### src/rtl/raid5_rmw_pkg.sv
package raid5_rmw_pkg;

   // sequencing states of the small-write engine
   typedef enum logic [3:0] {
      ST_IDLE,
      ST_RD_DAT,
      ST_WT_RD_DAT,
      ST_RD_PAR,
      ST_WT_RD_PAR,
      ST_WR_DAT,
      ST_WT_WR_DAT,
      ST_WR_PAR,
      ST_WT_WR_PAR,
      ST_DONE
   } eng_state_t;

   function automatic bit is_issue_state(eng_state_t s);
      return (s == ST_RD_DAT) || (s == ST_RD_PAR) || (s == ST_WR_DAT) || (s == ST_WR_PAR);
   endfunction

endpackage

### src/rtl/raid5_rmw_map.sv
module raid5_rmw_map #(
   parameter int NDISK = 5,
   parameter int LBA_W = 16
) (
   input  logic [LBA_W-1:0]         lba,
   output logic [LBA_W-1:0]         stripe,
   output logic [$clog2(NDISK)-1:0] pdisk,
   output logic [$clog2(NDISK)-1:0] ddisk
);
   localparam int  DISK_W    = $clog2(NDISK);
   localparam int  NDATA     = NDISK - 1;
   localparam int  SLOT_W    = (NDATA > 1) ? $clog2(NDATA) : 1;
   localparam bit  SLOT_POW2 = ((1 << SLOT_W) == NDATA);

   logic [SLOT_W-1:0] slot;
   logic [DISK_W-1:0] rot;
   logic [DISK_W-1:0] slot_x;

   // block number -> stripe and slot; shift when the data width is a power of two
   generate
      if (SLOT_POW2) begin : g_shift
         assign stripe = lba >> SLOT_W;
         assign slot   = lba[SLOT_W-1:0];
      end else begin : g_div
         assign stripe = lba / LBA_W'(NDATA);
         assign slot   = SLOT_W'(lba % LBA_W'(NDATA));
      end
   endgenerate

   // parity walks down one column per stripe, starting at the last column
   assign rot    = DISK_W'(stripe % LBA_W'(NDISK));
   assign pdisk  = DISK_W'(NDISK - 1) - rot;

   // data slots skip over the parity column
   assign slot_x = DISK_W'(slot);
   assign ddisk  = (slot_x >= pdisk) ? slot_x + DISK_W'(1) : slot_x;

endmodule

### src/rtl/raid5_rmw_parity.sv
module raid5_rmw_parity #(
   parameter int DATA_W = 32
) (
   input  logic              clk,
   input  logic              rst_n,
   input  logic              seed_en,
   input  logic              fold_en,
   input  logic [DATA_W-1:0] rdata,
   input  logic [DATA_W-1:0] new_data,
   output logic [DATA_W-1:0] acc
);
   // seed: old data ^ new data; fold: xor in old parity
   always_ff @(posedge clk or negedge rst_n) begin
      if (!rst_n)
         acc <= '0;
      else if (seed_en)
         acc <= rdata ^ new_data;
      else if (fold_en)
         acc <= acc ^ rdata;
   end

   // the fold must never coincide with a seed
   assert_seed_fold_excl_R5: assert property (@(posedge clk) disable iff (!rst_n)
      !(seed_en && fold_en));

endmodule

### src/rtl/raid5_rmw_seq.sv
module raid5_rmw_seq
   import raid5_rmw_pkg::*;
#(
   parameter int LBA_W  = 16,
   parameter int DATA_W = 32
) (
   input  logic              clk,
   input  logic              rst_n,
   input  logic              req_valid,
   input  logic              req_write,
   input  logic [LBA_W-1:0]  req_lba,
   input  logic [DATA_W-1:0] req_wdata,
   input  logic              resp_valid,
   input  logic [DATA_W-1:0] resp_rdata,
   output logic              busy,
   output logic              done,
   output logic              issue,
   output logic              op_write,
   output logic              use_par,
   output logic              seed_en,
   output logic              fold_en,
   output logic [LBA_W-1:0]  cur_lba,
   output logic [DATA_W-1:0] cur_wdata,
   output logic [DATA_W-1:0] rd_data
);
   eng_state_t state, nstate;
   logic       cur_wr;

   always_comb begin
      nstate = state;
      unique case (state)
         ST_IDLE:      if (req_valid)  nstate = ST_RD_DAT;
         ST_RD_DAT:                    nstate = ST_WT_RD_DAT;
         ST_WT_RD_DAT: if (resp_valid) nstate = cur_wr ? ST_RD_PAR : ST_DONE;
         ST_RD_PAR:                    nstate = ST_WT_RD_PAR;
         ST_WT_RD_PAR: if (resp_valid) nstate = ST_WR_DAT;
         ST_WR_DAT:                    nstate = ST_WT_WR_DAT;
         ST_WT_WR_DAT: if (resp_valid) nstate = ST_WR_PAR;
         ST_WR_PAR:                    nstate = ST_WT_WR_PAR;
         ST_WT_WR_PAR: if (resp_valid) nstate = ST_DONE;
         ST_DONE:                      nstate = ST_IDLE;
         default:                      nstate = ST_IDLE;
      endcase
   end

   always_ff @(posedge clk or negedge rst_n) begin
      if (!rst_n)
         state <= ST_IDLE;
      else
         state <= nstate;
   end

   // request capture happens only from idle
   always_ff @(posedge clk or negedge rst_n) begin
      if (!rst_n) begin
         cur_wr    <= 1'b0;
         cur_lba   <= '0;
         cur_wdata <= '0;
      end else if (state == ST_IDLE && req_valid) begin
         cur_wr    <= req_write;
         cur_lba   <= req_lba;
         cur_wdata <= req_wdata;
      end
   end

   always_ff @(posedge clk or negedge rst_n) begin
      if (!rst_n)
         rd_data <= '0;
      else if (state == ST_WT_RD_DAT && resp_valid && !cur_wr)
         rd_data <= resp_rdata;
   end

   assign busy     = (state != ST_IDLE);
   assign done     = (state == ST_DONE);
   assign issue    = is_issue_state(state);
   assign op_write = (state == ST_WR_DAT) || (state == ST_WR_PAR);
   assign use_par  = (state == ST_RD_PAR) || (state == ST_WR_PAR);
   assign seed_en  = (state == ST_WT_RD_DAT) && resp_valid && cur_wr;
   assign fold_en  = (state == ST_WT_RD_PAR) && resp_valid;

   assert_issue_pulse_R9: assert property (@(posedge clk) disable iff (!rst_n)
      issue |=> !issue);
   assert_accept_busy_R8: assert property (@(posedge clk) disable iff (!rst_n)
      (req_valid && !busy) |=> (busy && issue));
   assert_done_pulse_R7: assert property (@(posedge clk) disable iff (!rst_n)
      done |=> (!done && !busy));
   assert_done_after_resp_R7: assert property (@(posedge clk) disable iff (!rst_n)
      $rose(done) |-> $past(resp_valid));
   assert_write_only_for_write_R4: assert property (@(posedge clk) disable iff (!rst_n)
      (issue && op_write) |-> cur_wr);

endmodule

### src/rtl/raid5_rmw_engine.sv
module raid5_rmw_engine #(
   parameter int NDISK  = 5,
   parameter int LBA_W  = 16,
   parameter int DATA_W = 32
) (
   input  logic                     clk,
   input  logic                     rst_n,
   input  logic                     req_valid,
   input  logic                     req_write,
   input  logic [LBA_W-1:0]         req_lba,
   input  logic [DATA_W-1:0]        req_wdata,
   output logic                     busy,
   output logic                     done,
   output logic [DATA_W-1:0]        rd_data,
   output logic                     dreq_valid,
   output logic                     dreq_write,
   output logic [$clog2(NDISK)-1:0] dreq_disk,
   output logic [LBA_W-1:0]         dreq_stripe,
   output logic [DATA_W-1:0]        dreq_wdata,
   input  logic                     dresp_valid,
   input  logic [DATA_W-1:0]        dresp_rdata
);
   localparam int DISK_W = $clog2(NDISK);

   generate
      if (NDISK < 3) begin : g_bad_ndisk
         $error("raid5_rmw_engine: NDISK must be at least 3");
      end
      if (LBA_W < 2 || DATA_W < 1) begin : g_bad_width
         $error("raid5_rmw_engine: LBA_W and DATA_W too small");
      end
   endgenerate

   logic              use_par, op_write, seed_en, fold_en;
   logic [LBA_W-1:0]  cur_lba;
   logic [DATA_W-1:0] cur_wdata, acc;
   logic [DISK_W-1:0] pdisk, ddisk;
   logic [LBA_W-1:0]  stripe;

   raid5_rmw_seq #(.LBA_W(LBA_W), .DATA_W(DATA_W)) u_seq (
      .clk        (clk),
      .rst_n      (rst_n),
      .req_valid  (req_valid),
      .req_write  (req_write),
      .req_lba    (req_lba),
      .req_wdata  (req_wdata),
      .resp_valid (dresp_valid),
      .resp_rdata (dresp_rdata),
      .busy       (busy),
      .done       (done),
      .issue      (dreq_valid),
      .op_write   (op_write),
      .use_par    (use_par),
      .seed_en    (seed_en),
      .fold_en    (fold_en),
      .cur_lba    (cur_lba),
      .cur_wdata  (cur_wdata),
      .rd_data    (rd_data)
   );

   raid5_rmw_map #(.NDISK(NDISK), .LBA_W(LBA_W)) u_map (
      .lba    (cur_lba),
      .stripe (stripe),
      .pdisk  (pdisk),
      .ddisk  (ddisk)
   );

   raid5_rmw_parity #(.DATA_W(DATA_W)) u_par (
      .clk      (clk),
      .rst_n    (rst_n),
      .seed_en  (seed_en),
      .fold_en  (fold_en),
      .rdata    (dresp_rdata),
      .new_data (cur_wdata),
      .acc      (acc)
   );

   assign dreq_write  = op_write;
   assign dreq_disk   = use_par ? pdisk : ddisk;
   assign dreq_stripe = stripe;
   assign dreq_wdata  = use_par ? acc : cur_wdata;

   // every issued column lies inside the array
   assert_disk_range_R3: assert property (@(posedge clk) disable iff (!rst_n)
      dreq_valid |-> (dreq_disk < DISK_W'(NDISK)));
   // no new issue in the cycle a response arrives
   assert_no_issue_on_resp_R9: assert property (@(posedge clk) disable iff (!rst_n)
      dresp_valid |-> !dreq_valid);

endmodule

### config.mk
export PLATFORM = sky130hd
export DESIGN_NAME = raid5_rmw_engine
export DESIGN_NICKNAME = d
export VERILOG_FILES = /design/src/rtl/raid5_rmw_pkg.sv /design/src/rtl/raid5_rmw_map.sv /design/src/rtl/raid5_rmw_parity.sv /design/src/rtl/raid5_rmw_seq.sv /design/src/rtl/raid5_rmw_engine.sv
export SDC_FILE = /design/constraint.sdc
export NUM_CORES = 1
export LEC_CHECK = 0
export ABC_CLOCK_PERIOD_IN_PS = 8300
export CAP_MARGIN = 25
export CORE_ASPECT_RATIO = 1.75
export CORE_MARGIN = 1.5
export CORE_UTILIZATION = 27
export CTS_BUF_LIST = sky130_fd_sc_hd__clkbuf_4 sky130_fd_sc_hd__clkbuf_8
export CTS_CLUSTER_DIAMETER = 100
export DETAILED_ROUTE_END_ITERATION = 7
export SYNTH_ARGS = -nofsm -noshare
export SYNTH_HDL_FRONTEND = slang
export SYNTH_SLANG_ARGS = --single-unit
### constraint.sdc
create_clock -name clk -period 8.3 [get_ports clk]
set_input_delay 0.83 -clock clk [delete_from_list [all_inputs] [get_ports clk]]
set_output_delay 0.83 -clock clk [all_outputs]
set_load 0.05 [all_outputs]
==> impl_metrics.env <==
export IMPL_viasPerCell=5.14
export IMPL_muxShareOfSynthArea=0.173
export IMPL_synthXorXnorAreaFrac=0.0110
export IMPL_dr_total_vias=7583
export IMPL_die_area_sq_mm=0.0305
export IMPL_clock_latency_ps=480
export IMPL_nFillCells=2903
export IMPL_cp_depth=34
export IMPL_synth_area_sq_mm=0.00793
export IMPL_synth_async_sr_flop_share=1.00
export IMPL_cts_max_level=4
export IMPL_wire_per_inst_um=17.7
export IMPL_rsz0062_at_grt="yes"
export IMPL_syn_mean_instance_area_sq_um=9.25
export IMPL_setup_slack_ps=-58.6
export IMPL_core_sq_mm=0.0287
export IMPL_path_buf_inv=9
export IMPL_worst_slew_pin_slew_ps=968
export IMPL_drt_initial_drc_count=326
export IMPL_synthDistinctLibCells=88
export IMPL_drive_above_1_share=0.299
export IMPL_synth_simple_area_share=0.164
export IMPL_rrSetupSlack_ps=5810
export IMPL_root_buffer="clkbuf_8"
export IMPL_final_util=0.394
export IMPL_globalRoute_totalOverflow=0
export IMPL_required_ps=7470
export IMPL_worstSetupPathType="reg -> out"
export IMPL_antenna_found_initial=2
export IMPL_dpl_hpwl_um=18400
export IMPL_gp_congestion=0.896
export IMPL_netlist_instances=858
export IMPL_worstSetupEndpointType="output port"
export IMPL_cp_start_kind="register"
export IMPL_synth_compound_area_frac=0.214
export IMPL_std_cell_rows=82
export IMPL_min_period_over_period=1.01
export IMPL_setup_violations=2
export IMPL_arrival_ps=7530
export IMPL_cpPeakStageDelay_ps=490
export IMPL_synth_top_area_share=0.369
export IMPL_initial_core_util=0.276
export IMPL_cts_made_buffers=17
export IMPL_cts_tree="yes"
export IMPL_io_buffers=169
export IMPL_die_width_um=133
export IMPL_drt_first_pass_iters=4
export IMPL_clk_path_buf_depth=2
export IMPL_yosys_cell_count_top_type="dfrtp_1"
export IMPL_cp_top_family="compound AO/OA/AOI/OAI gates"
export IMPL_violations="setup timing"
export IMPL_ios=172
export IMPL_ys_warnings_count=0
export IMPL_min_path_type="in -> async"
export IMPL_status="complete, but fails checks"
export IMPL_fin_crit_ps=8360
export IMPL_finClkSkew_ps=9.51
export IMPL_ant_nets=0
export IMPL_die_h_um=230
export IMPL_synth_seq_cells=117
export IMPL_synthTopCellsByArea="dfrtp_1 37%, mux2_2 16%, a21oi_1 5.4%, nor2_1 4.5%, nand2b_1 3.2%"
export IMPL_grt_usage=0.175
export IMPL_worstRegToRegCells=7
export IMPL_synthAdderAreaFrac=0.0110
export IMPL_grt_pass1_vias=7795
export IMPL_grt_pass1_wl_um=41500
export IMPL_grt_max_degree=95
export IMPL_synth_edf_count=0
export IMPL_seq_area_frac_synth=0.369
export IMPL_fmax_ghz=0.120
export IMPL_synthFlopType="dfrtp_1"
export IMPL_nets=1177
export IMPL_maxCapViolCount=0
export IMPL_relSlewSlack=0.355
export IMPL_crit_path_frequent_cell="buf_4"
export IMPL_syn2layout_area_growth_pct=42.6
export IMPL_yosys_top_cells_count="117 x dfrtp_1, 114 x mux2_2, 96 x nor2_1"
export IMPL_finalHoldViolCount=0
export IMPL_routed_wl_um=26100
export IMPL_clock_sinks=117
export IMPL_path_clk_slew_ps=80
export IMPL_slew_violations=0
export IMPL_cp_max_fo=8
export IMPL_synth_top_family_by_area="compound AO/OA/AOI/OAI gates"
export IMPL_cpMaxStageDelayCell="or4_1"
export IMPL_yosys_area_top_type="dfrtp_1"
export IMPL_drc=0
path summary, 6_finish.rpt:
path	start	end
min in group clk	u_seq.rd_data[24]	u_seq.rd_data[24]
worst max-delay path	u_seq.cur_lba[15]	dreq_disk[1]
worst min-delay path	rst_n	u_seq.rd_data[11]
worst min register to register	u_seq.rd_data[24]	u_seq.rd_data[24]
max in group asynchronous	rst_n	u_seq.cur_lba[5]
worst max register to register	u_seq.state[3]	u_par.acc[29]
cells by family (layout without fill, tap and decap cells):
| kind of cell | after synthesis | after routing |
|---|---|---|
| flip-flops | 117 | 117 |
| multiplexers | 122 | 122 |
| AO/OA/AOI/OAI | 264 | 264 |
| AND/OR/NAND/NOR | 248 | 248 |
| buffers and inverters | 89 | 326 |
| XOR/XNOR | 10 | 10 |
| other | 1 | 4 |
| adder cells (fa/ha/maj) | 7 | 7 |
what timing repair did:
item / CTS / global route
setup endpoints to repair: 3 / 3
gates resized for setup: 44 / 15
setup buffers: 23 / 11
pin swaps: 25 / 14
hold buffers: 0 / 0
layout make-up:
cell class,instances,area [sq um],area share
clock inverter,8,125,0.0111
sequential,117,2930,0.259
multi-input combinational,653,4820,0.426
inverter,11,41.3,0.00365
clock buffer,22,290,0.0257
tap,378,473,0.0418
antenna,2,5.00,0.000442
timing repair buffer,285,2630,0.232
flip-flops by register name, summed over array words and instances (netlist names):
name,cells
u_par.acc,32
u_seq.state,4
u_seq.cur_lba,16
u_seq.cur_wr,1
u_seq.rd_data,32
u_seq.cur_wdata,32
metal layers:
metal  up-vias  share of wire  track usage
met2       183           0.57        0.342
met3        51          0.029       0.0282
met5         -              0            0
met1      3749           0.36        0.171
met4         0          0.040       0.0951
li1       3600              -            -
stage by stage:
stage	area [sq um]	setup TNS (ps)	setup WS, ps	hold WS [ps]	instances
final	11300	-108	-58.6	433	1476
after global routing	11300	-1310	-482	489	1476
after CTS	11100	-218	-120	445	1462
after floorplan	7950	0	138	487	859
after global placement	10400	0	33.2	486	1409
after detailed placement	10400	-32.9	-28.0	491	1409
placed cells by master (no fill, tap or decap), drive strengths merged, types with 5 or more instances in the layout:
| cell type | n |
|---|---|
| a211oi | 10 |
| nor2 | 96 |
| nor3 | 15 |
| clkbuf | 22 |
| a22oi | 5 |
| mux2i | 7 |
| a31oi | 8 |
| ha | 7 |
| nand2 | 31 |
| dfrtp | 117 |
| inv | 10 |
| a21oi | 87 |
| nand3 | 12 |
| nor2b | 5 |
| mux2 | 115 |
| buf | 120 |
| clkinv | 5 |
| clkdlybuf4s50 | 165 |
| nor4 | 5 |
| o22ai | 35 |
| and3b | 6 |
| xnor2 | 9 |
| and3 | 6 |
| nand2b | 40 |
| o21a | 6 |
| o21ai | 56 |
| nor3b | 7 |
Power is left out: the tool's default activity adds up to more than one toggle a clock period on the data nets, which glitch-free logic cannot reach.
